[src/rtl/cordic_master_pkg.sv]
package cordic_master_pkg;

  localparam int STEP_IDX_W = 6;
  localparam real PI_R = 3.14159265358979323846;

  typedef enum logic [1:0] {
    MODE_CVEC = 2'b00,
    MODE_CROT = 2'b01,
    MODE_HVEC = 2'b10,
    MODE_RSVD = 2'b11
  } cmode_e;

  // strobes from the sequencer to the datapath
  typedef struct packed {
    logic                  load;
    logic                  step;
    logic                  hyp;
    logic                  vec;
    logic [STEP_IDX_W-1:0] shift;
  } strobe_t;

  // radians to angle code, pi -> 2^(w-1)-1, round to nearest (non-negative input)
  function automatic int angle_code(input real rad, input int w);
    return $rtoi(rad * ((2.0 ** (w - 1)) - 1.0) / PI_R + 0.5);
  endfunction

endpackage

[src/rtl/cordic_master_ctrl.sv]
module cordic_master_ctrl
  import cordic_master_pkg::*;
#(
  parameter int ITERS = 10
) (
  input  logic       clk,
  input  logic       rst_n,
  input  logic       start,
  input  logic [1:0] mode,
  output strobe_t    ctl,
  output logic       dirValid,
  output logic       done
);

  localparam int CW = $clog2(ITERS + 1);

  typedef enum logic [1:0] {S_IDLE, S_RUN, S_FIN} state_e;

  state_e                st;
  logic [CW-1:0]         cnt;
  logic [STEP_IDX_W-1:0] shift;
  logic [STEP_IDX_W-1:0] nextRep;
  logic                  repDone;
  logic                  hypR;
  logic                  vecR;
  logic                  accept;
  logic                  atRepeat;

  assign accept   = (st == S_IDLE) && start && (mode != MODE_RSVD);
  assign atRepeat = hypR && (shift == nextRep);

  always_ff @(posedge clk or negedge rst_n) begin
    if (!rst_n) begin
      st      <= S_IDLE;
      cnt     <= '0;
      shift   <= '0;
      nextRep <= '0;
      repDone <= 1'b0;
      hypR    <= 1'b0;
      vecR    <= 1'b0;
    end else begin
      case (st)
        S_IDLE: begin
          if (accept) begin
            st      <= S_RUN;
            cnt     <= '0;
            hypR    <= (mode == MODE_HVEC);
            vecR    <= (mode != MODE_CROT);
            shift   <= (mode == MODE_HVEC) ? STEP_IDX_W'(1) : '0;
            nextRep <= STEP_IDX_W'(4);
            repDone <= 1'b0;
          end
        end
        S_RUN: begin
          cnt <= cnt + 1'b1;
          if (cnt == CW'(ITERS - 1)) st <= S_FIN;
          if (atRepeat && !repDone) begin
            repDone <= 1'b1;
          end else begin
            shift <= shift + 1'b1;
            if (atRepeat) begin
              nextRep <= STEP_IDX_W'(nextRep * 3 + 1);
              repDone <= 1'b0;
            end
          end
        end
        default: st <= S_IDLE;
      endcase
    end
  end

  always_comb begin
    ctl.load  = accept;
    ctl.step  = (st == S_RUN);
    ctl.hyp   = hypR;
    ctl.vec   = vecR;
    ctl.shift = shift;
  end

  assign dirValid = (st == S_RUN);
  assign done     = (st == S_FIN);

  // completion strobe lasts one cycle
  a_r8_done_pulse: assert property (@(posedge clk) disable iff (!rst_n)
    done |=> !done);

  // completion directly follows a micro-iteration
  a_r8_done_after_step: assert property (@(posedge clk) disable iff (!rst_n)
    done |-> $past(dirValid));

  // reserved mode code never leaves idle
  a_r10_reserved_ignored: assert property (@(posedge clk) disable iff (!rst_n)
    (st == S_IDLE && start && mode == MODE_RSVD) |=> (st == S_IDLE));

  // hyperbolic steps never use shift 0
  a_r6_hyp_shift_nonzero: assert property (@(posedge clk) disable iff (!rst_n)
    (ctl.step && ctl.hyp) |-> (ctl.shift != '0));

  // a start while busy does not alter the captured mode
  a_r9_busy_mode_kept: assert property (@(posedge clk) disable iff (!rst_n)
    (st == S_RUN && start) |=> (hypR == $past(hypR) && vecR == $past(vecR)));

endmodule

[src/rtl/cordic_master_dp.sv]
module cordic_master_dp
  import cordic_master_pkg::*;
#(
  parameter int W     = 15,
  parameter int ITERS = 10
) (
  input  logic                clk,
  input  logic                rst_n,
  input  strobe_t             ctl,
  input  logic signed [W-1:0] xIn,
  input  logic signed [W-1:0] yIn,
  input  logic signed [W-1:0] zIn,
  output logic                dirNow,
  output logic signed [W-1:0] xQ,
  output logic signed [W-1:0] yQ,
  output logic signed [W-1:0] zQ
);

  localparam int TAB  = ITERS + 1;
  localparam int SIDX = $clog2(TAB);

  logic signed [W-1:0] circTab [TAB];
  logic signed [W-1:0] hypTab  [TAB];

  for (genvar i = 0; i < TAB; i++) begin : g_rom
    localparam int CIRC_C = angle_code($atan(2.0 ** (-i)), W);
    localparam int HYP_C  = angle_code($atanh((i == 0) ? 0.0 : 2.0 ** (-i)), W);
    assign circTab[i] = W'(CIRC_C);
    assign hypTab[i]  = W'(HYP_C);
  end

  logic [SIDX-1:0]     idx;
  logic signed [W-1:0] xSh, ySh, ang;
  logic signed [W-1:0] xNext, yNext, zNext;
  logic                xSub;

  always_comb begin
    idx    = ctl.shift[SIDX-1:0];
    ang    = ctl.hyp ? hypTab[idx] : circTab[idx];
    xSh    = xQ >>> ctl.shift;
    ySh    = yQ >>> ctl.shift;
    dirNow = ctl.vec ? yQ[W-1] : ~zQ[W-1];
    // coordinate-system sign via a single XOR
    xSub   = dirNow ^ ctl.hyp;
    xNext  = xSub   ? (xQ - ySh) : (xQ + ySh);
    yNext  = dirNow ? (yQ + xSh) : (yQ - xSh);
    zNext  = dirNow ? (zQ - ang) : (zQ + ang);
  end

  always_ff @(posedge clk or negedge rst_n) begin
    if (!rst_n) begin
      xQ <= '0;
      yQ <= '0;
      zQ <= '0;
    end else if (ctl.load) begin
      xQ <= xIn;
      yQ <= yIn;
      zQ <= zIn;
    end else if (ctl.step) begin
      xQ <= xNext;
      yQ <= yNext;
      zQ <= zNext;
    end
  end

  // results hold whenever the sequencer is neither loading nor stepping
  a_r8_hold: assert property (@(posedge clk) disable iff (!rst_n)
    (!ctl.load && !ctl.step) |=> ($stable(xQ) && $stable(yQ) && $stable(zQ)));

endmodule

[src/rtl/cordic_master.sv]
module cordic_master
  import cordic_master_pkg::*;
#(
  parameter int W     = 15,
  parameter int ITERS = 10
) (
  input  logic                clk,
  input  logic                rst_n,
  input  logic                start,
  input  logic [1:0]          mode,
  input  logic signed [W-1:0] x_in,
  input  logic signed [W-1:0] y_in,
  input  logic signed [W-1:0] z_in,
  output logic                dir_valid,
  output logic                dir,
  output logic signed [W-1:0] x_out,
  output logic signed [W-1:0] y_out,
  output logic signed [W-1:0] z_out,
  output logic                done
);

  strobe_t ctl;

  cordic_master_ctrl #(.ITERS(ITERS)) u_ctrl (
    .clk      (clk),
    .rst_n    (rst_n),
    .start    (start),
    .mode     (mode),
    .ctl      (ctl),
    .dirValid (dir_valid),
    .done     (done)
  );

  cordic_master_dp #(.W(W), .ITERS(ITERS)) u_dp (
    .clk    (clk),
    .rst_n  (rst_n),
    .ctl    (ctl),
    .xIn    (x_in),
    .yIn    (y_in),
    .zIn    (z_in),
    .dirNow (dir),
    .xQ     (x_out),
    .yQ     (y_out),
    .zQ     (z_out)
  );

endmodule

[config.mk]
export PLATFORM = sky130hd
export DESIGN_NAME = cordic_master
export DESIGN_NICKNAME = d
export VERILOG_FILES = /design/src/rtl/cordic_master_pkg.sv /design/src/rtl/cordic_master_ctrl.sv /design/src/rtl/cordic_master_dp.sv /design/src/rtl/cordic_master.sv
export SDC_FILE = /design/constraint.sdc
export NUM_CORES = 1
export LEC_CHECK = 0
export ABC_CLOCK_PERIOD_IN_PS = 4500
export CAP_MARGIN = 20
export CORE_ASPECT_RATIO = 2
export CORE_UTILIZATION = 60
export CTS_BUF_LIST = sky130_fd_sc_hd__clkbuf_16
export CTS_CLUSTER_DIAMETER = 100
export DETAILED_ROUTE_END_ITERATION = 10
export DONT_BUFFER_PORTS = 1
export PLACE_DENSITY_LB_ADDON = 0.2
export SETUP_SLACK_MARGIN = 0.4
export SYNTH_ARGS = -nofsm -noshare
export SYNTH_HDL_FRONTEND = slang
export SYNTH_SLANG_ARGS = --single-unit
[constraint.sdc]
create_clock -name clk -period 4.5 [get_ports clk]
set_input_delay 1.35 -clock clk [delete_from_list [all_inputs] [get_ports clk]]
set_output_delay 1.35 -clock clk [all_outputs]
set_load 0.01 [all_outputs]
## Yosys cells after proc, flatten, opt, wreduce, memory -nomap -nowiden

Memories as Yosys holds them, arrays and structs flattened.
Index checks and enable logic that the tools add are counted.

| word-level totals | value |
|---|---|
| bits in read-only memories | 480 |
| latch bits | 0 |
| logic and storage cells | 86 |
| memories kept | 2 |
| RAM bits | 0 |
| flip-flop bits (word level) | 66 |

Memories:

| name | words | width | read ports | clocked after memory_dff | write ports | line | text |
|---|---|---|---|---|---|---|---|
| (no name shown) | 16 | 15 | 1 | 0 | 0 | cordic_master_dp.sv:39 | `ang = ctl.hyp ? hypTab[idx] : circTab[idx];` |
| (no name shown) | 16 | 15 | 1 | 0 | 0 | cordic_master_dp.sv:39 |  |

| cells by class | value |
|---|---|
| shifts and indexed selects | 2 |
| div/mod/pow operators | 0 |
| muxes and demuxes | 32 |
| magnitude comparators | 1 |
| multipliers | 1 |
| reductions and logical operators | 14 |
| equal/unequal tests | 12 |
| $add $sub $neg | 9 |
| bitwise gates (word level) | 3 |

Operators by type and width:

| kind | number |
|---|---|
| two-way mux 15 bit | 14 |
| adder 15 bit | 3 |
| subtractor 15 bit | 3 |
| two-way mux 6 bit | 5 |
| >>> shifter 15 x 6 -> 15 bit | 2 |
| one-hot mux 6 bit (2 select lines) | 2 |
| adder 6 x 1 -> 6 bit (second input constant) | 2 |
| inequality test 2 x 1 -> 1 bit (second input constant) | 4 |
| one-hot mux 4 bit (2 select lines) | 1 |
| == test 6 bit | 1 |
| multiplier 6 x 2 -> 6 bit (second input constant) | 1 |
| AND reduction 2 bit | 3 |
| AND reduction 3 bit | 2 |
| >= comparator 5 bit (second input constant) | 1 |
| two-way mux 1 bit | 5 |
| NOT 4 -> 5 bit | 1 |
| adder 4 x 1 -> 4 bit (second input constant) | 1 |
| == test 2 bit (second input constant) | 2 |
| == test 4 bit (second input constant) | 1 |
| logical AND 1 bit | 4 |
| two-way mux 2 bit | 2 |
| two-way mux 4 bit | 1 |
| inequality test 2 bit (second input constant) | 2 |
| one-hot mux 2 bit (2 select lines) | 1 |
| 9 further kinds | 10 |

## Longest topological paths before layout

| logic depth | value |
|---|---|
| word-level depth | 9 |
| gate-level depth with buffers | 25 |

## Cells and area by module

A second synthesis with hierarchy kept.

| second synthesis, totals | value |
|---|---|
| cell total of the unflattened synthesis | 1072 |
| area total of the unflattened synthesis | 8545.7 um2 |

Modules (own cells, without submodules):

| module | times used | cells each | sequential area each (um2) | area an instance (um2) |
|---|---|---|---|---|
| cordic_master_dp | 1 | 938 | 1126.1 | 7216.9 |
| cordic_master_ctrl | 1 | 134 | 525.5 | 1328.8 |

## Worst setup path after synthesis

Ideal clock, no wire load.

| timing | value |
|---|---|
| kind | flip-flop to flip-flop |
| from | register u_dp.yQ[14] |
| to | register u_dp.yQ[14] |
| clock period less this slack | 4.605 ns |
| setup slack | -0.105 ns |
| library setup time | 0.128 ns |
| stages on the path, launching flop included | 20 |
| arrival time | 4.477 ns |
| data required time | 4.372 ns |
| buffers on the path | 3 |
| cell sequence | dfrtp_1 clkbuf_1 clkinv_1 mux2_2 clkinv_1 clkbuf_1 buf_1 nor2_1 xor2_1 ha_1 nor2b_1 o31a_1 o211ai_1 a21oi_1 o31ai_1 o21ai_0 and3_1 o211a_1 a311oi_1 nand2_1 |

| between the ends | value |
|---|---|
| cells in the longest elaborated chain, start to end | 4 |

RTL lines:

| element | line | text |
|---|---|---|
| start: declaration | cordic_master_dp.sv:15 | `output logic signed [W-1:0] yQ,` |
| start signal: assignment | cordic_master_dp.sv:57 | `yQ <= yIn;` |
| start signal: assignment | cordic_master_dp.sv:61 | `yQ <= yNext;` |
| two-way mux 1 bit | cordic_master_dp.sv:42 | `dirNow = ctl.vec ? yQ[W-1] : ~zQ[W-1];` |
| via dir | cordic_master.sv:15 | `output logic dir,` |
| two-way mux 15 bit | cordic_master_dp.sv:46 | `yNext = dirNow ? (yQ + xSh) : (yQ - xSh);` |
| two-way mux 15 bit | cordic_master_dp.sv:59 | `end else if (ctl.step) begin` |
| two-way mux 15 bit | cordic_master_dp.sv:55 | `end else if (ctl.load) begin` |

The timed path passes the listed nets, and every way through them passes these cells. The select of a mux whose other input is x is not followed.
A chain may end at the register's enable or synchronous reset.

## Final worst setup path

| timing | value |
|---|---|
| from | register u_ctrl.shift[0] |
| to | register u_dp.yQ[14] |

| between the ends | value |
|---|---|
| cells in the longest elaborated chain, start to end | 5 |

RTL lines:

| element | line | text |
|---|---|---|
| start: declaration | cordic_master_ctrl.sv:21 | `logic [STEP_IDX_W-1:0] shift;` |
| start signal: assignment | cordic_master_ctrl.sv:49 | `shift <= (mode == MODE_HVEC) ? STEP_IDX_W'(1) : '0;` |
| start signal: assignment | cordic_master_ctrl.sv:60 | `shift <= shift + 1'b1;` |
| >>> shifter 15 x 6 -> 15 bit * | cordic_master_dp.sv:40 | `xSh = xQ >>> ctl.shift;` |
| subtractor 15 bit or adder 15 bit (tied branches) | cordic_master_dp.sv:46 |  |
| two-way mux 15 bit * | cordic_master_dp.sv:46 |  |
| two-way mux 15 bit * | cordic_master_dp.sv:59 |  |
| two-way mux 15 bit * | cordic_master_dp.sv:55 |  |

Every way passes the cells marked *; elsewhere a longest branch is shown, timed or not. The select of a mux whose other input is x is not followed.

==> impl_results.md <==
* Post-synthesis cell count at approximately 1,100
* Initial antenna violation count at 0
* Vias in the first global route at 9,362
* Setup slack after layout at -0.221 ns
* CTS HTree Levels at 3
* First-pass GRT wire length at around 47,000 um
* Crit Path Class: reg -> reg
* I/O Pins at 98
* Inserted Diodes at 0
* EDFF count, synth at 0
* Crit Reg-Reg Endpoint: u_dp.yQ[14]
* CTS tree: done
* Max Fclk at 0.212 GHz
* Max cap viols at 0
* Reg-to-reg critical path startpoint: u_ctrl.shift[0]
* Later-pin clock latency in the skew report at 0.35 ns
* Hold violation count in the final report at 0
* Final GP Congestion at 1.02
* GRT Residual Overflow at 0
* Worst min path class: reg -> reg
* Nets at roughly 1,300
* R2R setup slack at -0.22 ns
* Slew margin rel. at 0.325
* Final core utilization at 0.811
* Post-synth net total at between 1,000 and 1,500
* ANT nets after route at 0
* Core area at 13,500 um2
* RSZ-0062 raised after global routing: true
* Crit path DAT at 4.95 ns
* Slew Limit Fails at 0
* CP required at roughly 4.7 ns
* Chip height at 169 um
* Area occupied by registers at 1660 um2
* Area of the multi-input gates at 7010 um2
* Status: complete, but fails checks
* Hold endpoint: u_ctrl.cnt[3]
* Share of cells above drive strength 1 at 0.319
* Hold Buf Count CTS at 0
* Syn-to-layout area delta at 30.6%
* Port Buf Inserts at 0
* Die area at 14,500 um2
* FILL cells at about 860
* Starting DRT DRC Count at 1,021
* Sequential area share after synthesis at 0.197
* Met3 WL at 2640 um
* Post-Syn Area per Cell at around 8 um2
* Synth warnings at 0
* Clock Pin Slew Worst Setup and Hold Paths at about 0.070 ns
* Worst-margin pin slew at 1.01 ns
* CP Capture Type: register
* Async set-or-reset flop fraction in the synthesized netlist at 1.00
* Die X-Extent at ~86 um
* Reg2reg path depth at 20
* Metal-1 WL at roughly 11,000 um
* Root buf cell: clkbuf_16
* Final Setup Violations at 4
* Yosys reg bits at 66
* TritonRoute pass-1 iters at 5
* Vias per inst at 7.11
* CTS Buf Count at 9
* CP max FO at 5
* Final cycle utilization of the critical path at 1.05
* Routed wl met2 at 16,400 um
* Row cnt at 60
* Worst Hold Depth at 1
* Detail Placement HPWL at about 22,000 um
* Post-Syn Area at 8390 um2
* Highest metal used: met4
* Synth cell types at 83
* CP startpoint kind: register
* Residual DRC at 0
* Avg WL per Cell at ~24 um
* Failing checks: setup timing
* Final wirelength at 32,800 um
* Largest net degree at the start of global routing at 76
* Crit. Startpoint: u_ctrl.shift[0]
* Fin crit period at 4.72 ns
* Main flop type after synthesis: dfrtp_1
* Initial Utilization at 0.621
* Worst Hold Launch: u_ctrl.cnt[3]
* Clk buf depth at 2
* Via count at 9,716
* Clk_skew at ~0.011 ns
* GRT Total Usage at 0.427
* CTS sink cnt at 66
## cells in the mapped netlist, types with 7 or more instances
library cell    n  area share
a211o_1         7      0.0073
a21o_1         10      0.0089
a21oi_1        88       0.052
a31oi_1        18       0.013
and3_1         16       0.012
buf_1          11      0.0049
buf_2          13      0.0078
buf_4           7      0.0063
clkbuf_1       28       0.013
dfrtp_1        66        0.20
ha_1           61       0.091
inv_1          31       0.014
mux2_2         10       0.013
mux2i_1        32       0.038
mux4_2         16       0.043
nand2_1       129       0.058
nand2b_1       19       0.014
nand3_1        29       0.017
nand4_1         8      0.0060
nor2_1         95       0.043
nor2b_1        17       0.013
nor3_1         29       0.017
o211ai_1       18       0.016
o21a_1         13       0.012
o21ai_0        82       0.049
or2_2          11      0.0082
or3_1           7      0.0052
xnor2_1        37       0.039
xor2_1         38       0.040
## stage by stage
stage                     setup WS, ns  area [um2]  hold slack [ns]  instances  TNS, ns
final                           -0.221       11000            0.496       1366   -0.497
after global routing            -0.468       11000            0.511       1366    -2.04
after CTS                       0.0884       10300            0.495       1343        0
after detailed placement        0.0112        9300            0.482       1279        0
after global placement           0.126        9300            0.475       1279        0
after floorplan                  0.195        8510            0.457       1077        0
## per-layer routing
metal,track usage,vias to the layer above
li1,-,4192
met2,0.757,680
met5,0,-
met4,0.336,0
met3,0.0788,270
met1,0.431,4574
## logic make-up after synthesis
kind of cell | synth area share
buf+inv | 0.0552
mux | 0.0977
simple gates | 0.222
compound gates | 0.249
xor+xnor | 0.0783
fa+ha+maj | 0.101
flops | 0.197
## cell type report
class / count / share of cell area
clock buffers: 9 / 0.0205
clock inverters: 7 / 0.0107
inverters: 35 / 0.0123
multi-input cells: 911 / 0.639
flip-flops and latches: 66 / 0.151
well taps: 155 / 0.0177
repair buffers: 183 / 0.148
## worst max-delay path: stages, from the launching register on
cell	delay, ns
dfrtp_2	0.42
buf_6	0.14
buf_12	0.12
mux2_2	0.35
mux2i_2	0.37
buf_4	0.22
o32a_1	0.15
and3_1	0.26
o211ai_2	0.17
buf_4	0.18
nor3_4	0.18
a31oi_1	0.16
xnor2_1	0.19
ha_2	0.23
or3_4	0.40
o31ai_4	0.25
o21ai_2	0.09
and3_1	0.20
o211a_1	0.26
a311oi_2	0.18
nand2_1	0.07
## cell usage in the layout (no fill, tap or decap), types with 8 or more instances in the layout
cell type | synthesis | final
a21o_1 | 10 | 10
a21oi_1 | 88 | 65
a21oi_2 | 1 | 21
a31oi_1 | 18 | 18
and3_1 | 16 | 12
buf_12 | 0 | 11
buf_4 | 7 | 157
buf_6 | 6 | 11
clkbuf_16 | 0 | 9
dfrtp_1 | 66 | 63
ha_1 | 61 | 48
ha_4 | 0 | 8
inv_1 | 31 | 28
mux2_2 | 10 | 8
mux2i_1 | 32 | 28
mux4_2 | 16 | 16
nand2_1 | 129 | 119
nand2_2 | 0 | 10
nand2b_1 | 19 | 16
nand3_1 | 29 | 25
nand4_1 | 8 | 8
nor2_1 | 95 | 86
nor2b_1 | 17 | 12
nor3_1 | 29 | 25
o211ai_1 | 18 | 18
o21a_1 | 13 | 13
o21ai_0 | 82 | 54
o21ai_1 | 2 | 15
o21ai_2 | 0 | 14
or2_2 | 11 | 8
xnor2_1 | 37 | 31
xor2_1 | 38 | 38
## worst max path at each step
stage,endpoint,slack (ns),cells after the start
2_1_floorplan,u_dp.xQ[14],0.20,22
6_report,u_dp.yQ[14],-0.22,20
5_1_grt,u_dp.yQ[14],-0.47,21
4_1_cts,u_dp.yQ[14],0.09,23
3_5_place_dp,u_dp.xQ[14],0.01,21
3_3_place_gp,u_dp.zQ[14],0.13,22
## state kept, by name, summed over array words and instances, names as in the netlist
register and count:
u_ctrl.nextRep 6, u_dp.yQ 15, u_ctrl.st 2, u_dp.xQ 15
u_dp.zQ 15, u_ctrl.vecR 1, u_ctrl.shift 6, u_ctrl.cnt 4
u_ctrl.hypR 1, u_ctrl.repDone 1
## what timing repair did
item,in CTS,in global routing
pin swaps,45,62
endpoints found under the setup margin,18,30
setup buffers,45,23
resized for setup,61,115
gates cloned,3,0
Power is not shown: default switching activity piles up to over one toggle a cycle in this logic, so the estimate is an artifact.
